===== config.mk =====
export PLATFORM = sky130hd
export DESIGN_NAME = nand_cycle_gen
export DESIGN_NICKNAME = d
export VERILOG_FILES = /design/src/rtl/nand_cyc_pkg.sv /design/src/rtl/nand_phase_ctr.sv /design/src/rtl/nand_rb_sync.sv /design/src/rtl/nand_cycle_gen.sv
export SDC_FILE = /design/constraint.sdc
export NUM_CORES = 1
export LEC_CHECK = 0
export ABC_CLOCK_PERIOD_IN_PS = 3230
export BUFFER_PORTS_ARGS = -buffer_cell sky130_fd_sc_hd__buf_2
export CAP_MARGIN = 20
export CORE_MARGIN = 5
export CORE_UTILIZATION = 43
export CTS_CLUSTER_SIZE = 40
export DETAILED_ROUTE_END_ITERATION = 8
export GPL_ROUTABILITY_DRIVEN = 0
export HOLD_SLACK_MARGIN = 0.02
export PLACE_DENSITY_LB_ADDON = 0.15
export SLEW_MARGIN = 20
export SYNTH_ARGS = -nofsm -noshare
export SYNTH_HDL_FRONTEND = slang
export SYNTH_HIERARCHICAL = 1
export SYNTH_SLANG_ARGS = --single-unit

===== constraint.sdc =====
create_clock -name clk -period 3.23 [get_ports clk]
set_clock_uncertainty 0.05 [all_clocks]
set_input_delay 0.323 -clock clk [delete_from_list [all_inputs] [get_ports clk]]
set_output_delay 0.323 -clock clk [all_outputs]
set_load 0.02 [all_outputs]

===== src/rtl/nand_cyc_pkg.sv =====
package nand_cyc_pkg;

    typedef enum logic [2:0] {
        S_IDLE,
        S_SETUP,
        S_WLOW,
        S_WHIGH,
        S_WEXT,
        S_RLOW,
        S_RHOLD,
        S_REXT
    } cyc_state_e;

    typedef enum logic [1:0] {
        K_CMD,
        K_ADR,
        K_DAT
    } byte_kind_e;

endpackage


===== src/rtl/nand_phase_ctr.sv =====
module nand_phase_ctr #(
    parameter int CNT_W = 8
) (
    input  logic             clk,
    input  logic             rst_n,
    input  logic             restart,
    output logic [CNT_W-1:0] tick
);
    localparam logic [CNT_W-1:0] ONE = CNT_W'(1);

    always_ff @(posedge clk or negedge rst_n) begin
        if (!rst_n)
            tick <= ONE;
        else if (restart)
            tick <= ONE;
        else if (tick != '1)
            tick <= tick + ONE;
    end


    tick_min_chk: assert property (@(posedge clk) disable iff (!rst_n)
        tick != '0);

endmodule


===== src/rtl/nand_rb_sync.sv =====
module nand_rb_sync #(
    parameter int STAGES = 2
) (
    input  logic clk,
    input  logic rst_n,
    input  logic rb_in,
    output logic rb_ready
);
    logic [STAGES-1:0] shreg;

    always_ff @(posedge clk or negedge rst_n) begin
        if (!rst_n)
            shreg <= '0;
        else
            shreg <= {shreg[STAGES-2:0], rb_in};
    end

    assign rb_ready = shreg[STAGES-1];

endmodule


===== src/rtl/nand_cycle_gen.sv =====
module nand_cycle_gen
    import nand_cyc_pkg::*;
#(
    parameter int NUM_CS      = 4,
    parameter int WIN_W       = 8,
    parameter int FIELD_W     = 8,
    parameter int IO_W        = 8,
    parameter int SYNC_STAGES = 2,
    localparam int CS_W       = $clog2(NUM_CS),
    localparam int ADDR_W     = CS_W + WIN_W,
    localparam int TIM_W      = 4 * FIELD_W
) (
    input  logic              clk,
    input  logic              rst_n,
    input  logic [TIM_W-1:0]  cfg_wtim,
    input  logic [TIM_W-1:0]  cfg_rtim,
    input  logic              acc_valid,
    output logic              acc_ready,
    input  logic [ADDR_W-1:0] acc_addr,
    input  logic              acc_write,
    input  logic [IO_W-1:0]   acc_wdata,
    output logic              rd_valid,
    output logic [IO_W-1:0]   rd_data,
    output logic [31:0]       status_word,
    output logic [NUM_CS-1:0] nand_ce_n,
    output logic              nand_cle,
    output logic              nand_ale,
    output logic              nand_we_n,
    output logic              nand_re_n,
    output logic [IO_W-1:0]   nand_io_out,
    output logic              nand_io_oe,
    input  logic [IO_W-1:0]   nand_io_in,
    input  logic              nand_rb
);
    localparam logic [WIN_W-1:0] OFS_CMD = WIN_W'(0);
    localparam logic [WIN_W-1:0] OFS_ADR = WIN_W'(4);

    function automatic logic [FIELD_W-1:0] eff(input logic [FIELD_W-1:0] v);
        return (v == '0) ? FIELD_W'(1) : v;
    endfunction

    // effective phase lengths
    logic [FIELD_W-1:0] w_setup, w_ext, w_cyc, w_hi, w_low;
    logic [FIELD_W-1:0] r_acc, r_hold, r_pulse, r_rel, r_low;

    assign w_setup = eff(cfg_wtim[4*FIELD_W-1 -: FIELD_W]);
    assign w_ext   = eff(cfg_wtim[3*FIELD_W-1 -: FIELD_W]);
    assign w_cyc   = eff(cfg_wtim[2*FIELD_W-1 -: FIELD_W]);
    assign w_hi    = eff(cfg_wtim[FIELD_W-1:0]);
    assign w_low   = (w_cyc > w_hi) ? (w_cyc - w_hi) : FIELD_W'(1);

    assign r_acc   = eff(cfg_rtim[4*FIELD_W-1 -: FIELD_W]);
    assign r_hold  = eff(cfg_rtim[3*FIELD_W-1 -: FIELD_W]);
    assign r_pulse = eff(cfg_rtim[2*FIELD_W-1 -: FIELD_W]);
    assign r_rel   = eff(cfg_rtim[FIELD_W-1:0]);
    assign r_low   = (r_acc > r_pulse) ? r_acc : r_pulse;

    cyc_state_e          st, st_nx;
    logic [CS_W-1:0]     cs_q;
    byte_kind_e          kind_q;
    logic                wr_q;
    logic [IO_W-1:0]     wd_q;
    logic [IO_W-1:0]     rd_q;
    logic                rdv_q;
    logic [FIELD_W-1:0]  tick;
    logic [FIELD_W-1:0]  phase_len;
    logic                accept, adv;
    logic                ce_act, cle_o, ale_o, we_o, re_o, oe_o;
    logic                rb_ready;

    assign accept = acc_valid && (st == S_IDLE);

    always_comb begin
        unique case (st)
            S_IDLE:  phase_len = FIELD_W'(1);
            S_SETUP: phase_len = w_setup;
            S_WLOW:  phase_len = w_low;
            S_WHIGH: phase_len = w_hi;
            S_WEXT:  phase_len = w_ext;
            S_RLOW:  phase_len = r_low;
            S_RHOLD: phase_len = r_hold;
            S_REXT:  phase_len = r_rel;
        endcase
    end

    assign adv = (st != S_IDLE) && (tick == phase_len);

    nand_phase_ctr #(.CNT_W(FIELD_W)) u_ctr (
        .clk     (clk),
        .rst_n   (rst_n),
        .restart (accept || adv),
        .tick    (tick)
    );

    // next-state logic
    always_comb begin
        st_nx = st;
        unique case (st)
            S_IDLE:  if (accept) st_nx = S_SETUP;
            S_SETUP: if (adv) st_nx = wr_q ? S_WLOW : S_RLOW;
            S_WLOW:  if (adv) st_nx = S_WHIGH;
            S_WHIGH: if (adv) st_nx = S_WEXT;
            S_WEXT:  if (adv) st_nx = S_IDLE;
            S_RLOW:  if (adv) st_nx = S_RHOLD;
            S_RHOLD: if (adv) st_nx = S_REXT;
            S_REXT:  if (adv) st_nx = S_IDLE;
        endcase
    end

    // state register and access capture
    always_ff @(posedge clk or negedge rst_n) begin
        if (!rst_n) begin
            st     <= S_IDLE;
            cs_q   <= '0;
            kind_q <= K_DAT;
            wr_q   <= 1'b0;
            wd_q   <= '0;
            rd_q   <= '0;
            rdv_q  <= 1'b0;
        end else begin
            st    <= st_nx;
            rdv_q <= (st == S_REXT) && adv;
            if (accept) begin
                cs_q <= acc_addr[ADDR_W-1 -: CS_W];
                wr_q <= acc_write;
                wd_q <= acc_wdata;
                if (!acc_write)
                    kind_q <= K_DAT;
                else if (acc_addr[WIN_W-1:0] == OFS_CMD)
                    kind_q <= K_CMD;
                else if (acc_addr[WIN_W-1:0] == OFS_ADR)
                    kind_q <= K_ADR;
                else
                    kind_q <= K_DAT;
            end
            if ((st == S_RLOW) && (tick == r_acc))
                rd_q <= nand_io_in;
        end
    end

    // pin outputs
    always_comb begin
        ce_act = 1'b1;
        cle_o  = (kind_q == K_CMD);
        ale_o  = (kind_q == K_ADR);
        oe_o   = wr_q;
        we_o   = 1'b1;
        re_o   = 1'b1;
        unique case (st)
            S_IDLE: begin
                ce_act = 1'b0;
                cle_o  = 1'b0;
                ale_o  = 1'b0;
                oe_o   = 1'b0;
            end
            S_WLOW:  we_o = 1'b0;
            S_RLOW:  re_o = 1'b0;
            S_SETUP, S_WHIGH, S_WEXT, S_RHOLD, S_REXT: ;
        endcase
    end

    for (genvar g = 0; g < NUM_CS; g++) begin : g_ce
        assign nand_ce_n[g] = !(ce_act && (cs_q == CS_W'(g)));
    end

    assign nand_cle    = cle_o;
    assign nand_ale    = ale_o;
    assign nand_we_n   = we_o;
    assign nand_re_n   = re_o;
    assign nand_io_oe  = oe_o;
    assign nand_io_out = wd_q;
    assign acc_ready   = (st == S_IDLE);
    assign rd_valid    = rdv_q;
    assign rd_data     = rd_q;

    nand_rb_sync #(.STAGES(SYNC_STAGES)) u_rb (
        .clk      (clk),
        .rst_n    (rst_n),
        .rb_in    (nand_rb),
        .rb_ready (rb_ready)
    );

    assign status_word = {rb_ready, 31'b0};


    ce_onehot_chk: assert property (@(posedge clk) disable iff (!rst_n)
        $onehot0(~nand_ce_n));

    strobe_excl_chk: assert property (@(posedge clk) disable iff (!rst_n)
        !(!nand_we_n && !nand_re_n));

    cle_ale_chk: assert property (@(posedge clk) disable iff (!rst_n)
        !(nand_cle && nand_ale));

    ready_idle_chk: assert property (@(posedge clk) disable iff (!rst_n)
        acc_ready |-> (&nand_ce_n));

    rdv_pulse_chk: assert property (@(posedge clk) disable iff (!rst_n)
        rd_valid |=> !rd_valid);

    we_drive_chk: assert property (@(posedge clk) disable iff (!rst_n)
        !nand_we_n |-> nand_io_oe);

    re_nodrive_chk: assert property (@(posedge clk) disable iff (!rst_n)
        !nand_re_n |-> !nand_io_oe);

endmodule


---- Yosys cells after proc, flatten, opt, wreduce, memory -nomap -nowiden ----
Cells that the tools add are included.
cells by class
  shift operators ......................... 0
  divide/modulo/power cells ............... 0
  magnitude comparators ................... 2
  bitwise gates (word level) .............. 0
  add/sub/neg operators ................... 2
  multiplexer cells ....................... 31
  equal/unequal tests ..................... 22
  reduce and logical (&&, ||, !) cells .... 29
  $mul .................................... 0
operator list
  operator             count
  $mux 8               12
  $logic_not 8->1      9
  $pmux 8 s8           1
  $mux 3               8
  $pmux 3 s7           1
  $eq 8x8->1           2
  $gt 8x8->1           2
  $eq 3x3->1 const B   4
  $ne 2x2->1 const B   5
  $add 8x1->8 const B  1
  $eq 8x3->1 const B   1
  $logic_and 1x1->1    8
  $ne 8x8->1 const B   1
  $sub 8x8->8          1
  $reduce_and 7->1     1
  $eq 3x2->1 const B   2
  $mux 1               6
  $mux 2               3
  $eq 2x1->1 const B   2
  $eq 2x2->1 const B   2
  $logic_not 1->1      4
  $logic_not 2->1      2
  $ne 2x1->1 const B   2
  $eq 3x1->1 const B   1
  5 further kinds      5
storage, ports and cells
  input bits .............................. 95
  word-level logic and storage cells ...... 95
  bits in latches ......................... 0
  output and inout bits ................... 59
  bits in registers ....................... 35
  bits in writable memories ............... 0
  bits in read-only memories .............. 0
  memories ................................ 0

---- Logic depth before layout (Yosys ltp) ----
  word-level depth ........................ 9
  gate-level depth with buffers ........... 18
  mapped depth without buffers ............ 17

---- Cells and area by module ----
Netlist, hierarchy kept.
modules (own cells, without submodules)
  module          sequential area each (µm²)  area an instance (µm²)  cells each  instances
  nand_cycle_gen  626.9                       2,986.6                 356         1
  nand_phase_ctr  201.4                       435.4                   48          1
  nand_rb_sync    50.0                        50.0                    2           1

---- Worst setup path before layout ----
OpenSTA, ideal clock, no wires.
  path kind ............................... input port to flip-flop
  start ................................... in cfg_wtim[4]
  end ..................................... reg u_ctr.tick[0]
  data arrival time ....................... 3.475 ns
  setup slack ............................. -0.372 ns
  data required time ...................... 3.103 ns
  stages .................................. 18
  path buffers ............................ 1
  library setup time ...................... 0.077 ns
  cell sequence ........................... nor4_1 -> a41o_1 -> ha_1 -> inv_1 -> fa_1 -> nand3_1 -> a21boi_1 -> o21a_4 -> nand3_1 -> o211ai_1 -> or3_4 -> a2111oi_4 -> nand4_4 -> nand2_1 -> buf_1 -> nand2b_1 -> a21oi_1 -> a31oi_1
between the ends
  word-level cells in the longest chain between the ends .. 9
  elaborated cells between the ends (all ways) .. 11
  classes of those cells .................. add/sub: 1; order compare: 1; eq/ne: 1; mux: 4; reduce/logical: 4
ends and longest elaborated chain
  what                                                RTL line              RTL
  start, declared                                     nand_cycle_gen.sv:15  input logic [TIM_W-1:0] cfg_wtim,
  $logic_not 8->1                                     nand_cycle_gen.sv:39  return (v == '0) ? FIELD_W'(1) : v;
  $mux 8 *                                            nand_cycle_gen.sv:39
  $sub 8x8->8 / $gt 8x8->1 (equally long branches)    nand_cycle_gen.sv:50  assign w_low = (w_cyc > w_hi) ? (w_cyc - w_hi) : FIELD_W'(1);
  $mux 8                                              nand_cycle_gen.sv:50
  $pmux 8 s8 *                                        nand_cycle_gen.sv:74  unique case (st)
  $eq 8x8->1 *                                        nand_cycle_gen.sv:86  assign adv = (st != S_IDLE) && (tick == phase_len);
  $logic_and 1x1->1 *                                 nand_cycle_gen.sv:86
  $logic_or 1x1->1 *                                  nand_cycle_gen.sv:91  .restart (accept || adv),
  $mux 8 / $reduce_bool 2->1 (equally long branches)  --
  end signal, assigned                                nand_phase_ctr.sv:17  tick <= tick + ONE;
  end, declared                                       nand_phase_ctr.sv:7   output logic [CNT_W-1:0] tick
Every way passes the cells marked *; elsewhere a longest branch is shown, timed or not.
A chain may end at the register's enable or synchronous reset.

---- Worst setup path after layout ----
  start ................................... in cfg_wtim[4]
  end ..................................... reg st[0]
between the ends
  word-level cells in the longest chain between the ends .. 9
  elaborated cells between the ends (all ways) .. 15
  classes of those cells .................. add/sub: 1; order compare: 1; eq/ne: 7; mux: 3; reduce/logical: 3
ends and longest elaborated chain
  what                                                              RTL line               RTL
  $logic_not 8->1                                                   nand_cycle_gen.sv:39
  $mux 8 *                                                          nand_cycle_gen.sv:39
  $sub 8x8->8 / $gt 8x8->1 (equally long branches)                  nand_cycle_gen.sv:50
  $mux 8                                                            nand_cycle_gen.sv:50
  $pmux 8 s8 *                                                      nand_cycle_gen.sv:74
  $eq 8x8->1 *                                                      nand_cycle_gen.sv:86
  $logic_and 1x1->1 *                                               nand_cycle_gen.sv:86
  $ne 2x2->1 (no source line) / $ne 2x1->1 (equally long branches)  --
  $reduce_and 7->1 (no source line) *                               --
  end signal, assigned                                              nand_cycle_gen.sv:121  st <= st_nx;
  end, declared                                                     nand_cycle_gen.sv:58   cyc_state_e st, st_nx;
Marks and branches as above.

==> impl_results.md <==
- Result of the run: complete, but fails checks
- Violations in the final reports: setup timing
- Maximum fanout along the worst path: 6
- Remaining antenna violation count after routing: 0
- Total GRT Usage: roughly a fifth
- DRC errors left: 0
- Antenna violations before repair: 0
- CTS Buf Count: 5
- Floorplan die height: 99.9 um
- PD cells: a little over 600 mW/mm^2
- Tightest slew margin relative to the limit: 48.8%
- Gr ovfl total: 0
- Hold violation total from the final report: 0
- Clock-pin slew on the worst setup and hold paths: 0.08 ns
- Highest ir drop seen on vdd: 552 uV
- Critical path class: input port to register
- Number of flops mapped to enable cells by yosys: 0
- Transition time of the tightest slew-check pin: just under 0.8 ns
- Overall die width: about 100 um
- Die outline area: roughly 0.01 mm^2
- Launching element of the worst setup path: cfg_wtim[4]
- DP HPWL: approximately 8.3 mm
- Core Footprint: between 0.007 and 0.008 mm^2
- Post-route insts no fill: approximately 680
- Final routed wire length divided by cell count: approximately 15 um
- Ys async rst share: 100%
- # port buffers: ~120
- Length in cells of the worst reg-to-reg path: 10
- Iteration-0 DRC Markers: ~120
- Total number of placement rows: 32
- Routed wire length: between 10 and 15 mm
- Storage cell area: roughly 900 um^2
- Count of filler cells inserted in the layout: 730
- Starting Density: between 40% and 50%
- Fraction of the yosys area taken by sequential cells: around 25%
- Synth Register Bits: 35
- Unique cell type count in the Yosys netlist: just over 70
- Clock tree from TritonCTS: yes
- Main area contributors after synthesis: dfrtp_1, buf_4, mux2_2
- Data required time of the critical path: between 3 and 4 ns
- Clk root buf: clkbuf_8
- Startpoint type of the worst setup path: input port
- Most common flop cell mapped by yosys: dfrtp_1
- Worst-skew pair later-pin latency: between 0.2 and 0.3 ns
- Post-route minimum period: about 3.3 ns
- Worst min path class: input port to async pin
- Capture point of the worst reg-to-reg path: st[0]
- Top-level I/O count: roughly 150
- Minimum hold slack: 0.0468 ns
- Mean number of vias per cell: 5.33
- Proportion of layout cells with a drive suffix above 1: 47.4%
- Mean area per synthesized cell: 8.55 um^2
- Fraction of met3 tracks used by global routing: 3.75%
- Worst-case setup margin in the final layout: -0.0372 ns
- Reg2Reg Launch Point: st[0]
- Vias in the first global route: roughly 3.7k
- Diode count: 0
- Count of clock tree sinks: 35
- Worst-case clock buffer depth: 2
- Cell type contributing the most total cell area after synthesis: dfrtp_1
- Leakage dissipation: 2.29 nW
- RSZ-0062 raised after global routing: yes
- Final count of negative-setup-slack endpoints: 4
- Fmax: 306 MHz
- Flop-to-flop setup slack: 0.27 ns
- H-Tree Level Count: 2
- P&R area growth vs syn: 37.6%
- Number of cells in the design after placement: about 660
- Multi-input gate area in the final layout: 0.00240 mm^2
- GRT met1 Usage: 25.8%
- Synthesized cell area: 0.00347 mm^2
- Warning count from the yosys run: 6
- Reported max-cap violation count: 0
- Net count of the finished layout: roughly 690
- Core occupancy in the finished layout: between 60% and 70%
- Post-route fraction of the period consumed by the critical path: 101%
- Wire length of the first global-routing pass: 16.7 mm
- CP arrival: between 3 and 4 ns
- Number of detailed-route iterations in the first pass: 4
- Gate count after technology mapping: 406
- Crit. End Element: register
- Max-slew violation count: 0
- Share of the synthesized area in the top cell type: about a quarter
- Layer carrying the most global-route usage: met2
- Via Count: 3,601
- Maximum number of pins on one net before global-route repair: 36
- Fraction of met2 tracks used by global routing: roughly 35%
-- worst max-delay path by stage --
stage	endpoint	slack, ns
global placement	u_ctr/tick[0]	-0.33
CTS	u_ctr/tick[0]	-0.01
finish	st[0]	-0.04
detailed placement	st[2]	-0.38
global route	u_ctr/tick[0]	-0.22
floorplan	u_ctr/tick[0]	-0.09
-- worst max-delay path: stages --
cell and delay, ns:
buf_6 0.10, nor4_4 0.25, a41o_1 0.23, ha_2 0.19
inv_2 0.04, fa_2 0.36, nand3_4 0.11, a21boi_2 0.06
o21a_1 0.18, or3_1 0.32, a31oi_2 0.17, a21oi_1 0.10
nor4b_2 0.34, nand4_4 0.19, buf_4 0.18, o31a_1 0.26
-- synthesized netlist by cell type, drive strengths merged, types with 11 or more instances --
master / instances
nor2: 19
clkbuf: 20
inv: 21
o211ai: 12
nor3: 18
o21ai: 18
ha: 17
dfrtp: 33
nor4: 11
buf: 41
a21oi: 29
nand3: 12
mux2: 22
nand2: 19
-- flip-flops by register name, indices dropped and copies added, names as in the netlist --
| signal | count |
|---|---|
| u_ctr/tick | 8 |
| u_rb/shreg | 2 |
| cs_q | 2 |
| nand_io_out | 8 |
| st | 3 |
| rd_valid | 1 |
| kind_q | 2 |
| wr_q | 1 |
| rd_data | 8 |
-- area by class of cell --
cell class | count | share of cell area (%)
inverter | 21 | 1.65
multi-input combinational | 319 | 50.2
sequential | 35 | 18.4
clock inverter | 3 | 1.41
timing repair buffer | 191 | 24.3
clock buffer | 5 | 1.44
tap | 102 | 2.67
-- per-stage QoR --
step | total power [mW] | setup WS (ns) | area (um^2) | TNS, ns
6_report | 2.96 | -0.0372 | 4780 | -0.0659
5_1_grt | 3.19 | -0.218 | 4780 | -1.87
4_1_cts | 2.92 | -0.0106 | 4660 | -0.0106
3_5_place_dp | 2.40 | -0.385 | 4470 | -3.57
3_3_place_gp | 2.37 | -0.329 | 4470 | -3.03
2_1_floorplan | 1.95 | -0.0868 | 3630 | -0.0949
-- layer usage --
| metal | routed length [um] | vias to the layer above |
|---|---|---|
| met3 | 729 | 13 |
| met5 | 0 | - |
| met1 | 4440 | 1675 |
| met4 | 127 | 0 |
| li1 | - | 1775 |
| met2 | 5030 | 138 |
-- logic make-up (layout without fill, tap and decap cells) --
logic type                 Yosys count  after routing  share of synthesized area [%]
and+or+nand+nor                    119            119                           19.9
adders and majority gates           18             18                           6.70
DFF                                 35             35                           25.3
xor gates and xnor gates            10             10                           2.52
buffers and inverters               82            220                           12.7
AOI/OAI and AO/OA                  111            111                           23.3
other                                1             31                          0.108
muxes                               30             30                           9.44
-- where the power goes --
| group | total [mW] | switching [mW] | internal, mW |
|---|---|---|---|
| clock | 0.479 | 0.171 | 0.308 |
| sequential | 0.815 | 0.216 | 0.599 |
| combinational | 1.67 | 0.900 | 0.768 |
-- timing repair --
action                     in CTS  in global routing
resized for setup              11                 18
cloned                          0                  0
setup endpoints to repair       8                 12
hold endpoints to repair        0                  0
pin swaps                       4                  5
setup buffers                   2                  5
hold buffers                    0                  0
-- placed cells by master, fill, tap and decap left out, drive strengths merged, types with 17 or more instances in the layout --
cell	Yosys	routed
a21oi	29	29
buf	41	191
conb	1	31
dfrtp	33	33
ha	17	17
inv	21	21
mux2	22	22
nand2	19	19
nor2	19	19
nor3	18	18
o21ai	18	18
No activity file was read; power rests on OpenSTA's default activity.
